[config.mk]
export PLATFORM = sky130hd
export DESIGN_NAME = scroll_offset_ctrl
export DESIGN_NICKNAME = d
export VERILOG_FILES = /design/src/rtl/scroll_pkg.sv /design/src/rtl/scroll_regs.sv /design/src/rtl/scroll_stepper.sv /design/src/rtl/scroll_map.sv /design/src/rtl/scroll_offset_ctrl.sv
export SDC_FILE = /design/constraint.sdc
export NUM_CORES = 1
export LEC_CHECK = 0
export BUFFER_PORTS_ARGS = -buffer_cell sky130_fd_sc_hd__buf_2
export CAP_MARGIN = 20
export CELL_PAD_IN_SITES_DETAIL_PLACEMENT = 1
export CELL_PAD_IN_SITES_GLOBAL_PLACEMENT = 1
export CORE_MARGIN = 3
export CORE_UTILIZATION = 43
export CTS_BUF_LIST = sky130_fd_sc_hd__clkbuf_4 sky130_fd_sc_hd__clkbuf_8 sky130_fd_sc_hd__clkbuf_16
export DETAILED_ROUTE_END_ITERATION = 7
export GPL_TIMING_DRIVEN = 0
export PLACE_DENSITY_LB_ADDON = 0.1
export SYNTH_ARGS = -nofsm -noshare
export SYNTH_HDL_FRONTEND = slang
export SYNTH_SLANG_ARGS = --single-unit
[constraint.sdc]
create_clock -name clk -period 13.9 [get_ports clk]
set_input_delay 1.39 -clock clk [delete_from_list [all_inputs] [get_ports clk]]
set_output_delay 1.39 -clock clk [all_outputs]
set_load 0.1 [all_outputs]
[src/rtl/scroll_pkg.sv]
package scroll_pkg;

   typedef enum logic [1:0] {
      DIR_RIGHT = 2'd0,
      DIR_LEFT  = 2'd1,
      DIR_UP    = 2'd2,
      DIR_DOWN  = 2'd3
   } scroll_dir_e;

   // Field order matches the bit layout of configuration register 0
   typedef struct packed {
      logic        en;
      logic [3:0]  speed;
      logic        wrap_pages;
      scroll_dir_e dir;
   } scroll_cfg_t;

   localparam int unsigned REG_CFG = 0;
   localparam int unsigned REG_RUN = 1;
   localparam int unsigned REG_ACK = 2;
   localparam int unsigned SPD_W   = 4;

   function automatic logic is_horizontal(scroll_dir_e d);
      return !d[1];
   endfunction

   function automatic logic is_forward(scroll_dir_e d);
      return (d == DIR_LEFT) || (d == DIR_UP);
   endfunction

endpackage

[src/rtl/scroll_regs.sv]
module scroll_regs
   import scroll_pkg::*;
#(
   parameter int ADDR_W = 4,
   parameter int CNT_W  = 6
) (
   input  logic              clk,
   input  logic              rst_n,
   input  logic              wr_en,
   input  logic [ADDR_W-1:0] wr_addr,
   input  logic [7:0]        wr_data,
   output scroll_cfg_t       cfg,
   output logic              start,
   output logic              stop,
   output logic              ack,
   output logic [CNT_W-1:0]  launch_count
);

   generate
      if (CNT_W < 1 || CNT_W > 7) begin : g_bad_cnt
         $error("scroll_regs: CNT_W must lie in 1..7");
      end
      if (ADDR_W < 2) begin : g_bad_addr
         $error("scroll_regs: ADDR_W must be at least 2");
      end
   endgenerate

   logic hit_cfg, hit_run, hit_ack;
   logic go_q;

   assign hit_cfg = wr_en && (wr_addr == ADDR_W'(REG_CFG));
   assign hit_run = wr_en && (wr_addr == ADDR_W'(REG_RUN));
   assign hit_ack = wr_en && (wr_addr == ADDR_W'(REG_ACK));

   always_ff @(posedge clk or negedge rst_n) begin
      if (!rst_n) begin
         cfg  <= '0;
         go_q <= 1'b0;
      end else begin
         if (hit_cfg) cfg <= scroll_cfg_t'(wr_data);
         if (hit_run) go_q <= wr_data[7];
      end
   end

   assign start        = hit_run && wr_data[7] && !go_q && cfg.en;
   assign stop         = hit_cfg && !wr_data[7];
   assign ack          = hit_ack && wr_data[0];
   assign launch_count = wr_data[CNT_W-1:0];

endmodule

[src/rtl/scroll_stepper.sv]
module scroll_stepper
   import scroll_pkg::*;
#(
   parameter int OFF_W       = 6,
   parameter int CNT_W       = 6,
   parameter int MS_PER_UNIT = 50
) (
   input  logic             clk,
   input  logic             rst_n,
   input  logic             ms_tick,
   input  logic [SPD_W-1:0] speed,
   input  logic [OFF_W-1:0] span,
   input  logic             start,
   input  logic             stop,
   input  logic             ack,
   input  logic [CNT_W-1:0] launch_count,
   output logic [OFF_W-1:0] offset,
   output logic             busy,
   output logic             done_flag
);

   localparam int TMR_W = $clog2((2**SPD_W) * MS_PER_UNIT + 1);
   localparam int SW    = ((OFF_W > CNT_W) ? OFF_W : CNT_W) + 1;

   logic [TMR_W-1:0] tcnt, limit_m1;
   logic [SW-1:0]    span_w, span2_w, cnt_w, total, remaining, inc;
   logic [OFF_W-1:0] off_next;
   logic             step, finish;

   assign span_w   = SW'(span);
   assign span2_w  = span_w << 1;
   assign cnt_w    = SW'(launch_count);
   assign total    = (cnt_w == '0) ? span_w :
                     ((cnt_w > span2_w) ? span2_w : cnt_w);
   assign limit_m1 = TMR_W'((int'(speed) + 1) * MS_PER_UNIT - 1);
   assign inc      = SW'(offset) + SW'(1);
   assign off_next = (inc >= span2_w) ? '0 : OFF_W'(inc);
   assign step     = busy && ms_tick && (tcnt == limit_m1);
   assign finish   = step && (remaining == SW'(1)) && !stop && !start;

   always_ff @(posedge clk or negedge rst_n) begin
      if (!rst_n) begin
         offset    <= '0;
         busy      <= 1'b0;
         tcnt      <= '0;
         remaining <= '0;
         done_flag <= 1'b0;
      end else begin
         if (stop) begin
            offset <= '0;
            busy   <= 1'b0;
            tcnt   <= '0;
         end else if (start) begin
            busy      <= 1'b1;
            remaining <= total;
            tcnt      <= '0;
         end else if (busy && ms_tick) begin
            if (step) begin
               tcnt      <= '0;
               offset    <= off_next;
               remaining <= remaining - SW'(1);
               if (remaining == SW'(1)) busy <= 1'b0;
            end else begin
               tcnt <= tcnt + TMR_W'(1);
            end
         end
         if (finish)   done_flag <= 1'b1;
         else if (ack) done_flag <= 1'b0;
      end
   end

endmodule

[src/rtl/scroll_map.sv]
module scroll_map
   import scroll_pkg::*;
#(
   parameter int COL_W = 5,
   parameter int ROW_W = 3,
   parameter int OFF_W = 6
) (
   input  scroll_dir_e      dir,
   input  logic             wrap_pages,
   input  logic             display_frame,
   input  logic [OFF_W-1:0] offset,
   input  logic [OFF_W-1:0] span,
   input  logic [COL_W-1:0] scan_col,
   input  logic [ROW_W-1:0] scan_row,
   output logic [COL_W-1:0] src_col,
   output logic [ROW_W-1:0] src_row,
   output logic             src_frame
);

   localparam int PW = OFF_W + 2;

   logic [PW-1:0] span_p, span2_p, off_m, coord, pos, pos_w, idx;
   logic          horiz, upper;

   assign horiz   = is_horizontal(dir);
   assign span_p  = PW'(span);
   assign span2_p = span_p << 1;
   assign off_m   = PW'(offset) % span2_p;
   assign coord   = horiz ? PW'(scan_col) : PW'(scan_row);
   assign pos     = is_forward(dir) ? (coord + off_m) : (coord + span2_p - off_m);
   assign pos_w   = (pos >= span2_p) ? (pos - span2_p) : pos;
   assign upper   = (pos_w >= span_p);
   assign idx     = upper ? (pos_w - span_p) : pos_w;

   assign src_col   = horiz ? COL_W'(idx) : scan_col;
   assign src_row   = horiz ? scan_row : ROW_W'(idx);
   assign src_frame = display_frame ^ (wrap_pages & upper);

endmodule

[src/rtl/scroll_offset_ctrl.sv]
module scroll_offset_ctrl
   import scroll_pkg::*;
#(
   parameter int FULL_COLS   = 17,
   parameter int FULL_ROWS   = 7,
   parameter int SMALL_COLS  = 15,
   parameter int SMALL_ROWS  = 5,
   parameter int MS_PER_UNIT = 50,
   parameter int ADDR_W      = 4,
   parameter int CNT_W       = 6,
   localparam int COL_W      = $clog2(FULL_COLS),
   localparam int ROW_W      = $clog2(FULL_ROWS),
   localparam int OFF_W      = $clog2(2 * FULL_COLS + 1)
) (
   input  logic              clk,
   input  logic              rst_n,
   input  logic              ms_tick,
   input  logic              wr_en,
   input  logic [ADDR_W-1:0] wr_addr,
   input  logic [7:0]        wr_data,
   input  logic              compact_mode,
   input  logic              display_frame,
   input  logic [COL_W-1:0]  scan_col,
   input  logic [ROW_W-1:0]  scan_row,
   output logic [OFF_W-1:0]  scroll_offset,
   output logic              scroll_busy,
   output logic              scroll_irq,
   output logic [COL_W-1:0]  src_col,
   output logic [ROW_W-1:0]  src_row,
   output logic              src_frame
);

   generate
      if (FULL_ROWS > FULL_COLS || SMALL_COLS > FULL_COLS ||
          SMALL_ROWS > FULL_ROWS || SMALL_ROWS < 2 || MS_PER_UNIT < 1) begin : g_bad_geom
         $error("scroll_offset_ctrl: inconsistent matrix geometry or tick scale");
      end
   endgenerate

   scroll_cfg_t           cfg;
   logic                  start, stop, ack;
   logic [CNT_W-1:0]      launch_count;
   logic [OFF_W-1:0]      span;

   always_comb begin
      if (is_horizontal(cfg.dir))
         span = compact_mode ? OFF_W'(SMALL_COLS) : OFF_W'(FULL_COLS);
      else
         span = compact_mode ? OFF_W'(SMALL_ROWS) : OFF_W'(FULL_ROWS);
   end

   scroll_regs #(.ADDR_W(ADDR_W), .CNT_W(CNT_W)) u_regs (
      .clk(clk), .rst_n(rst_n), .wr_en(wr_en), .wr_addr(wr_addr), .wr_data(wr_data),
      .cfg(cfg), .start(start), .stop(stop), .ack(ack), .launch_count(launch_count)
   );

   scroll_stepper #(.OFF_W(OFF_W), .CNT_W(CNT_W), .MS_PER_UNIT(MS_PER_UNIT)) u_step (
      .clk(clk), .rst_n(rst_n), .ms_tick(ms_tick), .speed(cfg.speed), .span(span),
      .start(start), .stop(stop), .ack(ack), .launch_count(launch_count),
      .offset(scroll_offset), .busy(scroll_busy), .done_flag(scroll_irq)
   );

   scroll_map #(.COL_W(COL_W), .ROW_W(ROW_W), .OFF_W(OFF_W)) u_map (
      .dir(cfg.dir), .wrap_pages(cfg.wrap_pages), .display_frame(display_frame),
      .offset(scroll_offset), .span(span), .scan_col(scan_col), .scan_row(scan_row),
      .src_col(src_col), .src_row(src_row), .src_frame(src_frame)
   );

endmodule

# Yosys cells after proc, flatten, opt, wreduce, memory -nomap -nowiden
# Cells that the tools add are included.
dict set report op_classes {
  mul 1
  n_lt_le_gt_ge 4
  div_mod_pow 1
  bitwise_logic 3
  n_eq_ne 7
  n_reduce_logical 31
  addsub 10
  mux 30
}
# operator n
set ops {}
lappend ops {{$mux W10} 4}
lappend ops {{$mux W6} 6}
lappend ops {{$mul A32 B6 Y9 const B} 1}
lappend ops {{$mux W7} 4}
lappend ops {{$mux W5} 5}
lappend ops {{$mux W8} 2}
lappend ops {{$logic_and A1 B1 Y1} 13}
lappend ops {{$add A10 B1 Y10 const B} 1}
lappend ops {{$eq A10 B10 Y1} 1}
lappend ops {{$reduce_bool A2 Y1} 5}
lappend ops {{$sub A10 B2 Y10 const B} 1}
lappend ops {{$reduce_and A3 Y1} 3}
lappend ops {{$reduce_bool A3 Y1} 3}
lappend ops {{$add A8 B6 Y8} 1}
lappend ops {{$add A8 B8 Y8} 1}
lappend ops {{$ge A8 B5 Y1} 1}
lappend ops {{$ge A8 B6 Y1} 1}
lappend ops {{$mod A6 B7 Y8} 1}
lappend ops {{$sub A8 B6 Y8} 1}
lappend ops {{$sub A8 B8 Y8} 1}
lappend ops {{$add A6 B1 Y7 const B} 1}
lappend ops {{$eq A7 B1 Y1 const B} 1}
lappend ops {{$ge A7 B6 Y1} 1}
lappend ops {{$logic_not A7 Y1} 1}
lappend ops {{18 further kinds} 27}
dict set report word_totals {
  ff_bits 34
  output_inout_bits 17
  word_cells 97
}

# Logic depth before layout (Yosys ltp)
# Gate-level depths: netlist of run 1.
dict set report depth {
  ltp_word 10
  depth_mapped 61
  depth_no_buf 59
}

# Hierarchy
# From an unflattened synthesis of run 1, not the netlist that was laid out.
dict set report hier_totals {
  cells_unflattened 734
  area_unflattened_um2 6007.0
}
# module seq_area_each_um2 area_each_um2 instances cells_each
set modules_own_cells {}
lappend modules_own_cells {scroll_map 0.0 3009.1 1 393}
lappend modules_own_cells {scroll_stepper 625.6 2503.7 1 300}
lappend modules_own_cells {scroll_regs 225.2 437.9 1 33}
lappend modules_own_cells {scroll_offset_ctrl 0.0 56.3 1 8}

# Worst setup path before layout of run 1
# No wires, ideal clock.
dict set report synth_path {
  path_kind {in2out}
  start {in compact_mode}
  end {out src_col[1]}
  required_time_ns 12.510
  path_buffers 1
  slack_ns -0.902
  stages 49
  arrival_ns 13.412
  path_cell_list {inv_1 -> ha_1 -> inv_1 -> nor3_1 -> ha_1 -> a211oi_1 -> or3_1 -> o21ai_0 -> ha_1 -> a21o_4 -> nand4_1 -> and3_1 -> clkbuf_2 -> mux2_2 -> ha_1 -> a21o_1 -> a211oi_2 -> o21ai_2 -> [... 13 more ...] -> and3_1 -> nor3_1 -> ha_1 -> a21o_1 -> a311oi_4 -> nand3_1 -> and2_1 -> ha_1 -> ha_1 -> o21ai_0 -> nand2b_1 -> a21o_1 -> a21oi_1 -> inv_1 -> or3_1 -> o2bb2ai_2 -> nand4_1 -> a31oi_1}
}
dict set report synth_between {
  elab_chain_len 10
  word_cells_on_any_way 15
  classes_between {add/sub: 5; div: 1; order compare: 2; mux: 7}
}
# item line_no
set synth_lines {}
lappend synth_lines {{from (decl)} scroll_offset_ctrl.sv:21} ;# input logic compact_mode,
lappend synth_lines {{$mux W5 / $mux W2 (equally long branches)} {scroll_offset_ctrl.sv:47, scroll_offset_ctrl.sv:49}}
lappend synth_lines {{$mux W5 (*)} scroll_offset_ctrl.sv:46} ;# if (is_horizontal(cfg.dir))
lappend synth_lines {{$mod A6 B7 Y8 / $add A8 B6 Y8 (equally long branches)} {scroll_map.sv:28, scroll_map.sv:30}}
lappend synth_lines {{$sub A8 B8 Y8 / $add A8 B8 Y8 (equally long branches)} scroll_map.sv:30} ;# assign pos = is_forward(dir) ? (coord + off_m) : (coord + span2_p - off_m);
lappend synth_lines {{$mux W8} scroll_map.sv:30}
lappend synth_lines {{$sub A8 B6 Y8 / $ge A8 B6 Y1 (equally long branches)} scroll_map.sv:31} ;# assign pos_w = (pos >= span2_p) ? (pos - span2_p) : pos;
lappend synth_lines {{$mux W8} scroll_map.sv:31}
lappend synth_lines {{$ge A8 B5 Y1 / $sub A5 B5 Y5 (equally long branches)} {scroll_map.sv:32, scroll_map.sv:33}}
lappend synth_lines {{$mux W5 (*)} scroll_map.sv:33} ;# assign idx = upper ? (pos_w - span_p) : pos_w;
lappend synth_lines {{$mux W5 (*)} scroll_map.sv:35} ;# assign src_col = horiz ? COL_W'(idx) : scan_col;
lappend synth_lines {{to (decl)} scroll_offset_ctrl.sv:28} ;# output logic [COL_W-1:0] src_col,
# Mark *: on every way between the ends. The rest lies on a longest branch, timed or not.

# Worst setup path in the final report of run 1
# Same ends and word-level chain as after synthesis.

==> results.toml, run 1 <==
[timing]
fin_setup_tns_ps = 0
slew_headroom = 0.430
finalCritPeriodShare = 0.998
slew_viol_final = 0
finalHoldViolCount = 0
finalSetupViolations = 0
rsz0062_at_grt = "true"
worst_pin_slew_ps = 849
skew_ps = 5.65
period_needed_ps = 13870
fmax_mhz = 72.1

[routing]
wl_per_cell_um = 19.7
first_pass_iters = 4
drt_wl_total_um = 17400
vias = 5131
initialDrtViolationCount = 222
via_per_inst = 5.83
antenna_left = 0
drc = 0

[synth]
synthTopCellsByArea = "ha_1, dfrtp_1, xnor2_1"
syn_inst = 627
synth_ff_type = "dfrtp_1"
syn-num-nets = 740
synth.top_cell.area_share = 0.191
synth_area_per_cell_um2 = 8.34
synth_edf_count = 0
synthArstFlopShare = 1.00
synth_area_um2 = 5230
synth_top_area_cell = "ha_1"
ys_seq_area_frac = 0.163
ys_ff_latch = 34
synth.distinct_cells = 68
yosysWarnings = 0

[worst_setup_path]
worstPathRequired_ps = 12510
worstReg2RegStart = "u_regs.cfg[4]"
ff2ff_path_depth = 17
cp_num_cells = 65
crit_start = "compact_mode"
critPathLaunchType = "input pin"
slowest_delay_ps = 410
cpLargestDelayFamily = "compound AO/OA/AOI/OAI gates"
arrival_ps = 12480
critPathKind = "input pin to primary output"
cpMostUsedCell = "buf_4"
crit_slowest_cell = "a311oi_4"
cp-end-kind = "primary output"
crit_buf_inv = 28
cp_max_fo = 10

[clock_network]
cts-root-buf = "clkbuf_16"
cts.path.max_buffers = 2
cts_tree = "built"
clock-sinks = 34
numCtsBuffers = 5
clkTransAtPathRegs_ps = 50
htree_levels = 2
clk_latency_ps = 280
postCtsHoldBufs = 0

[power]
max-vdd-ir-drop_uv = 119
leakagePower_uw = 0.00324
powerDensity_nw_per_um2 = 241

[grt]
grt_overflow = 0
grt_max_degree = 35
grt_pass1_wl_um = 25300
antenna_found_initial = 0
grt_usage = 0.230
grt_pass1_vias = 5303

[layout]
fin_nets = 849
post-route-cell-area_um2 = 7040
antennaDiodeCount = 0
area.growth.synth_to_final_pct = 34.6
drive_gt1_frac = 0.341

[place]
place_area_um2 = 5720
place.gp.congestion = 0.824
hpwl_um = 11300
io_buffer_count = 42

[run]
cap_violations = 0

[die]
ios = 43
core_um2 = 11700
start_util = 0.448
die_w_um = 116
dieHeight_um = 116
rows = 39
dieArea_um2 = 13500

[min_path]
whs_path_depth = 1
hold_path_class = "register to register"
min-delay-start = "u_regs.cfg[7]"

[status]
status = "finished, final reports clean"
==> per-layer routing <==
metal,GRT usage,routed length [um]
met1,0.291,7650
met2,0.411,9040
met3,0.0295,384
met5,0,0
met4,0.0642,287
==> sequential cells by signal (all words and copies together) (netlist names) <==
register          cells
u_step.done_flag      1
u_step.remaining      7
u_step.tcnt          10
u_step.offset         6
u_regs.go_q           1
u_step.busy           1
u_regs.cfg            8
==> synthesized netlist by cell type (all sizes together), types with 5 or more instances <==
library cell and count:
a211oi 9, and3 14, nor4 5, buf 5, nand2 44, a21o 21, o21ai 49, nor2 54
nor3 11, ha 80, nand3 20, and2 6, a31oi 11, mux2i 12, o31ai 7, xor2 24
inv 42, clkbuf 8, o211ai 5, mux2 15, a21oi 35, dfrtp 34, fa 7, xnor2 42
nand2b 10, nor2b 13
==> cell usage in the layout, fill, tap and decap left out, drive strengths merged, types with 4 or more instances in the layout <==
master,instances
a211oi,9
a21o,21
a21oi,35
a31oi,11
and2,6
and3,14
buf,110
clkbuf,12
dfrtp,34
fa,7
ha,80
inv,41
mux2,15
mux2i,12
nand2,44
nand2b,10
nand3,20
nand4b,4
nor2,54
nor2b,13
nor3,11
nor4,5
o211ai,5
o21ai,49
o21bai,4
o31ai,7
or3,4
xnor2,42
xor2,24
==> kinds of logic (layout without fill, tap and decap cells) <==
group	Yosys count	in the layout	share of synthesized area
and+or+nand+nor	199	199	0.192
AOI/OAI and AO/OA	157	157	0.210
adders and majority gates	87	87	0.218
xor gates and xnor gates	67	67	0.117
buffers and inverters	56	166	0.0438
DFF	34	34	0.163
muxes	27	27	0.0567
==> repair_timing <==
item | 4_1_cts | 5_1_grt
resized for setup | 64 | 93
endpoints found under the setup margin | 9 | 9
pin swaps | 19 | 46
setup buffers | 38 | 22
==> stage by stage <==
step           power (uW)   util  worst slack (ps)  hold slack, ps  instances
3_5_place_dp         1250  0.490             -2260             493        813
3_3_place_gp         1220  0.489             -1870             491        812
5_1_grt              1800  0.604              -420             529        880
4_1_cts              1540  0.551              7.26             511        859
2_1_floorplan        1060      -              -346             477        627
6_report             1690  0.604              27.6             513        880
==> report_power, final <==
group	internal, uW	total (uW)	switching (uW)
clock	72.9	115	41.7
sequential	111	127	15.8
combinational	564	1450	888
total	748	1690	945
==> worst paths after layout <==
check	slack, ps	end
min	510	u_regs.cfg[7]
min reg2reg	510	u_regs.cfg[7]
max	30	src_col[1]
max in group asynchronous	12200	u_step.tcnt[3]
max reg2reg	8680	u_step.offset[2]
min in group asynchronous	1190	u_step.remaining[0]
==> layout make-up <==
cell class | instances | area [um2]
Multi-Input combinational cell | 537 | 4870
Fill cell | 1348 | 4620
Sequential cell | 34 | 851
Timing Repair Buffer | 103 | 717
Inverter | 43 | 183
Tap cell | 143 | 179
Clock buffer | 7 | 146
Buffer | 12 | 86.3
Clock inverter | 1 | 5.00
Note: power is estimated with default switching activity, not from simulation.
==> run 2, diff against run 1 <==
--- a/config.mk
+++ b/config.mk
@@ -17,4 +17,5 @@
 export PLACE_DENSITY_LB_ADDON = 0.1
 export SYNTH_ARGS = -nofsm -noshare
 export SYNTH_HDL_FRONTEND = slang
+export SYNTH_HIERARCHICAL = 1
 export SYNTH_SLANG_ARGS = --single-unit
==> results.toml, run 2 <==
[clock_network]
clock-sinks = 34
postCtsHoldBufs = 0
clkTransAtPathRegs_ps = 50
cts_tree = "built"
numCtsBuffers = 5
cts-root-buf = "clkbuf_16"
cts.path.max_buffers = 2
clk_latency_ps = 280
htree_levels = 2

[status]
status = "finished with violations"
violations = "negative setup slack"

[layout]
antennaDiodeCount = 0
multi_input_area_um2 = 5550
drive_gt1_frac = 0.303
fin_nets = 974
area.growth.synth_to_final_pct = 32.7
fillers = 1597
layout_common_cells = "ha_1, inv_1, buf_4"
largest_reg_flops = 10
layout.cells.non_filler = 1031
final_util = 0.593
register_area_um2 = 851
mostFrequentLayoutCell = "ha_1"
largest_register = "u_step/tcnt"
reg.largest.list = "u_step/tcnt (10), u_regs/cfg (8), u_step/remaining (7)"

[worst_setup_path]
cpMostUsedCell = "ha_4"
critPathKind = "input pin to primary output"
cp_max_fo = 8
slowest_delay_ps = 490
cp-end-kind = "primary output"
crit_slowest_cell = "a2111o_1"
worstPathRequired_ps = 12510
critPathLaunchType = "input pin"
arrival_ps = 13400

[grt]
antenna_found_initial = 0
grt_pass1_wl_um = 32400
grt_overflow = 0
grt_usage = 0.265
grt_pass1_vias = 6263
grt_max_degree = 35

[synth]
synth_edf_count = 0
yosysWarnings = 6
synth.distinct_cells = 92
synth.top_cell.area_share = 0.183
synth_ff_type = "dfrtp_1"
synth_area_um2 = 6010
synthTopCellsByArea = "ha_1, dfrtp_1, xnor2_1"
synth_top_area_cell = "ha_1"
syn_inst = 734
synthTopCellsByCount = "ha_1, inv_1, nand2_1"
synth_area_per_cell_um2 = 8.18
ys_ff_latch = 34
synthArstFlopShare = 1.00
synth.most_common_cell = "ha_1"
ys_seq_area_frac = 0.142

[timing]
fmax_mhz = 67.6
fin_ws_ps = -893
slew_headroom = 0.362
skew_ps = 5.07
finalHoldViolCount = 0
period_needed_ps = 14790
finalCritPeriodShare = 1.06
rsz0062_at_grt = "true"
slew_viol_final = 0
finalSetupViolations = 9
worst_pin_slew_ps = 958
fin_setup_tns_ps = -7660

[routing]
drt_wl_total_um = 20800
initialDrtViolationCount = 258
antenna_left = 0
drc = 0
first_pass_iters = 5
via_per_inst = 5.88
wl_per_cell_um = 20.2
vias = 6064

[die]
dieHeight_um = 124
die_w_um = 124
dieArea_um2 = 15400
start_util = 0.447
ios = 43
rows = 42
core_um2 = 13500

[place]
dp.cells = 971
hpwl_um = 14900
place.gp.congestion = 0.883
place_ws_ps = -2080
io_buffer_count = 42

[min_path]
hold_path_class = "register to register"

[run]
cap_violations = 0
run 2: cell types whose count changed after synthesis, moves of 7 or more:
cell | previous run | this run
xnor2_1 | 41 | 34
nor3_1 | 11 | 27
ha_1 | 80 | 88
inv_1 | 40 | 65
a21o_1 | 20 | 13
nand2_1 | 44 | 53
o21ai_0 | 41 | 28
o21a_1 | 1 | 13
run 2: metrics by stage:
step	cell area (um2)	hold WS, ps
after floorplan	6430	481
after global placement	6860	489
after detailed placement	6860	499
after CTS	7690	512
after global routing	7970	536
final	7970	509
run 2: repair_timing:
action	CTS	global route
gates resized for setup	85	43
setup endpoints to repair	9	9
buffers inserted	41	15
pin swaps	50	41
run 2: cells by family after synthesis:
| family | synth area share |
|---|---|
| buf+inv | 0.0644 |
| xor+xnor | 0.0983 |
| compound gates | 0.219 |
| mux | 0.0708 |
| other cells | 0.00187 |
| fa+ha+maj | 0.202 |
| flops | 0.142 |
| simple gates | 0.202 |
run 2: worst paths after layout:
path / startpoint / endpoint / slack, ps / cells past startpoint
min: u_regs/cfg[2] / u_regs/cfg[2] / 510 / 1
max in group asynchronous: rst_n / u_step/tcnt[2] / 12170 / 1
min reg2reg: u_regs/cfg[2] / u_regs/cfg[2] / 510 / 1
max reg2reg: u_regs/cfg[5] / u_step/remaining[4] / 9690 / 16
max: compact_mode / src_col[3] / -890 / 61
min in group asynchronous: rst_n / u_regs/cfg[3] / 1200 / 1
run 2: cell type report:
class	instances	share of cell area
plain buffers	21	0.0154
clock buffers	5	0.0157
clock inverters	2	0.00126
inverters	66	0.0361
multi-input cells	630	0.695
flip-flops and latches	34	0.107
well taps	176	0.0276
repair buffers	97	0.102
run 2: layer usage:
layer  part of all wire  vias to the layer above  global-route usage
met5                  0                        -                   0
met4              0.015                        0              0.0383
met3              0.027                       32              0.0295
met2               0.49                      110               0.466
met1               0.47                     3022               0.359
li1                   -                     2900                   -
run 2: critical path: cells and delay by family:
family                   cells  cell delay (ps)
AO/OA/AOI/OAI               25             4720
XOR/XNOR                     2              340
adder cells (fa/ha/maj)     10             2600
buffers and inverters        6              640
multiplexers                 5             1670
AND/OR/NAND/NOR             13             1990
Power of run 2 is not shown: default switching activity piles up to over one toggle a cycle in this logic, so the estimate is an artifact.
==> run 3, diff against run 2 <==
--- a/config.mk
+++ b/config.mk
@@ -14,7 +14,9 @@
 export CTS_BUF_LIST = sky130_fd_sc_hd__clkbuf_4 sky130_fd_sc_hd__clkbuf_8 sky130_fd_sc_hd__clkbuf_16
 export DETAILED_ROUTE_END_ITERATION = 7
 export GPL_TIMING_DRIVEN = 0
+export MAX_ROUTING_LAYER = met4
 export PLACE_DENSITY_LB_ADDON = 0.1
+export SETUP_SLACK_MARGIN = 0.02
 export SYNTH_ARGS = -nofsm -noshare
 export SYNTH_HDL_FRONTEND = slang
 export SYNTH_HIERARCHICAL = 1
==> results.toml, run 3 (same netlist as run 2, synthesis figures left out) <==
[status]
status = "finished with violations"
violations = "negative setup slack"

[timing]
finalHoldViolCount = 0
finalCritPeriodShare = 1.08
fin_ws_ps = -1100
slew_viol_final = 0
worst_pin_slew_ps = 892
finalSetupViolations = 9
fmax_mhz = 66.7
worst_hold_slack_ps = 522
skew_ps = 2.11
slew_headroom = 0.401
period_needed_ps = 15000
rsz0062_at_grt = "true"

[layout]
drive_gt1_frac = 0.284
post-route-cell-area_um2 = 7890
fin_nets = 968
antennaDiodeCount = 0
reg.largest.list = "u_step/tcnt (10), u_regs/cfg (8), u_step/remaining (7)"
multi_input_area_um2 = 5480
register_area_um2 = 851
mostFrequentLayoutCell = "ha_1"
area.growth.synth_to_final_pct = 31.3
fillers = 1585
largest_reg_flops = 10
largest_register = "u_step/tcnt"
layout_common_cells = "ha_1, inv_1, buf_4"

[routing]
drt_wl_total_um = 20100
antenna_left = 0
via_per_inst = 5.84
drc = 0
first_pass_iters = 4
initialDrtViolationCount = 327
vias = 5989
wl_per_cell_um = 19.6

[grt]
grt_pass1_vias = 6151
grt_pass1_wl_um = 30900
grt_max_degree = 35
antenna_found_initial = 0
grt_usage = 0.259
grt_use_met1 = 0.344
grt_overflow = 0
top_usage_layer = "met2"
met3_usage = 0.0263
use_met2 = 0.435

[worst_setup_path]
critPathKind = "input pin to primary output"
crit_slowest_cell = "fa_2"
worstPathRequired_ps = 12510
critPathLaunchType = "input pin"
cp_max_fo = 7
slowest_delay_ps = 520
arrival_ps = 13610
cp-end-kind = "primary output"
cpMostUsedCell = "ha_4"

[die]
die_w_um = 124
dieArea_um2 = 15400
ios = 43
core_um2 = 13500
dieHeight_um = 124
rows = 42
start_util = 0.447

[clock_network]
numCtsBuffers = 5
htree_levels = 2
postCtsHoldBufs = 0
cts.path.max_buffers = 2
cts_tree = "built"
cts-root-buf = "clkbuf_16"
clk_latency_ps = 270
clock-sinks = 34
clkTransAtPathRegs_ps = 50

[place]
place_area_um2 = 6860
place.gp.congestion = 0.907
hpwl_um = 14900
io_buffer_count = 42

[run]
cap_violations = 0

[min_path]
hold_path_class = "register to register"
==> run 3: cell count changes in the layout (fill, tap and decap cells not counted), sizes merged <==
cell,change
clkinv,-2
bufinv,+1
clkbuf,+3
buf,-7
==> run 3: area by class of cell <==
| class | instances | area share |
|---|---|---|
| Clock inverter | 1 | 0.00381 |
| Timing Repair Buffer | 89 | 0.0918 |
| Tap cell | 176 | 0.0279 |
| Inverter | 66 | 0.0369 |
| Multi-Input combinational cell | 630 | 0.694 |
| Buffer | 23 | 0.0195 |
| Clock buffer | 7 | 0.0178 |
| Sequential cell | 34 | 0.108 |
==> run 3: final timing paths <==
path	cells past startpoint	endpoint	slack [ps]	startpoint
min in group asynchronous	1	u_regs/cfg[6]	1210	rst_n
hold / removal	1	u_regs/cfg[2]	520	u_regs/cfg[2]
setup reg to reg	16	u_step/remaining[6]	9750	u_regs/cfg[5]
max in group asynchronous	1	u_step/offset[0]	12180	rst_n
hold reg to reg	1	u_regs/cfg[2]	520	u_regs/cfg[2]
setup / recovery	63	src_col[3]	-1100	compact_mode
==> run 3: through the flow <==
stage / util / setup slack, ps / cells / TNS, ps
detailed placement: 0.510 / -2150 / 971 / -18420
finish: 0.586 / -1100 / 1026 / -9400
CTS: 0.556 / -1170 / 1003 / -9930
global route: 0.586 / -1660 / 1026 / -14570
floorplan: - / -262 / 753 / -1710
global placement: 0.510 / -1850 / 971 / -15780
==> run 3: repair_timing <==
item,4_1_cts,5_1_grt
resized for setup,62,40
setup buffers,24,22
setup endpoints to repair,9,9
gates cloned,0,1
pin swaps,29,36
==> run 3: critical path, delay by kind of cell <==
kind / cells / cell delay, ps
compound gates: 26 / 4650
simple gates: 13 / 2090
mux: 5 / 1520
buf+inv: 7 / 650
xor+xnor: 1 / 150
fa+ha+maj: 11 / 3140
==> run 3: per-layer routing <==
metal,vias up,share of wire,wire length [um]
li1,2880,-,-
met1,2960,0.46,9340
met2,107,0.49,9800
met3,42,0.027,543
met4,0,0.021,428
met5,-,0,0
Power of run 3 is left out for the same reason.
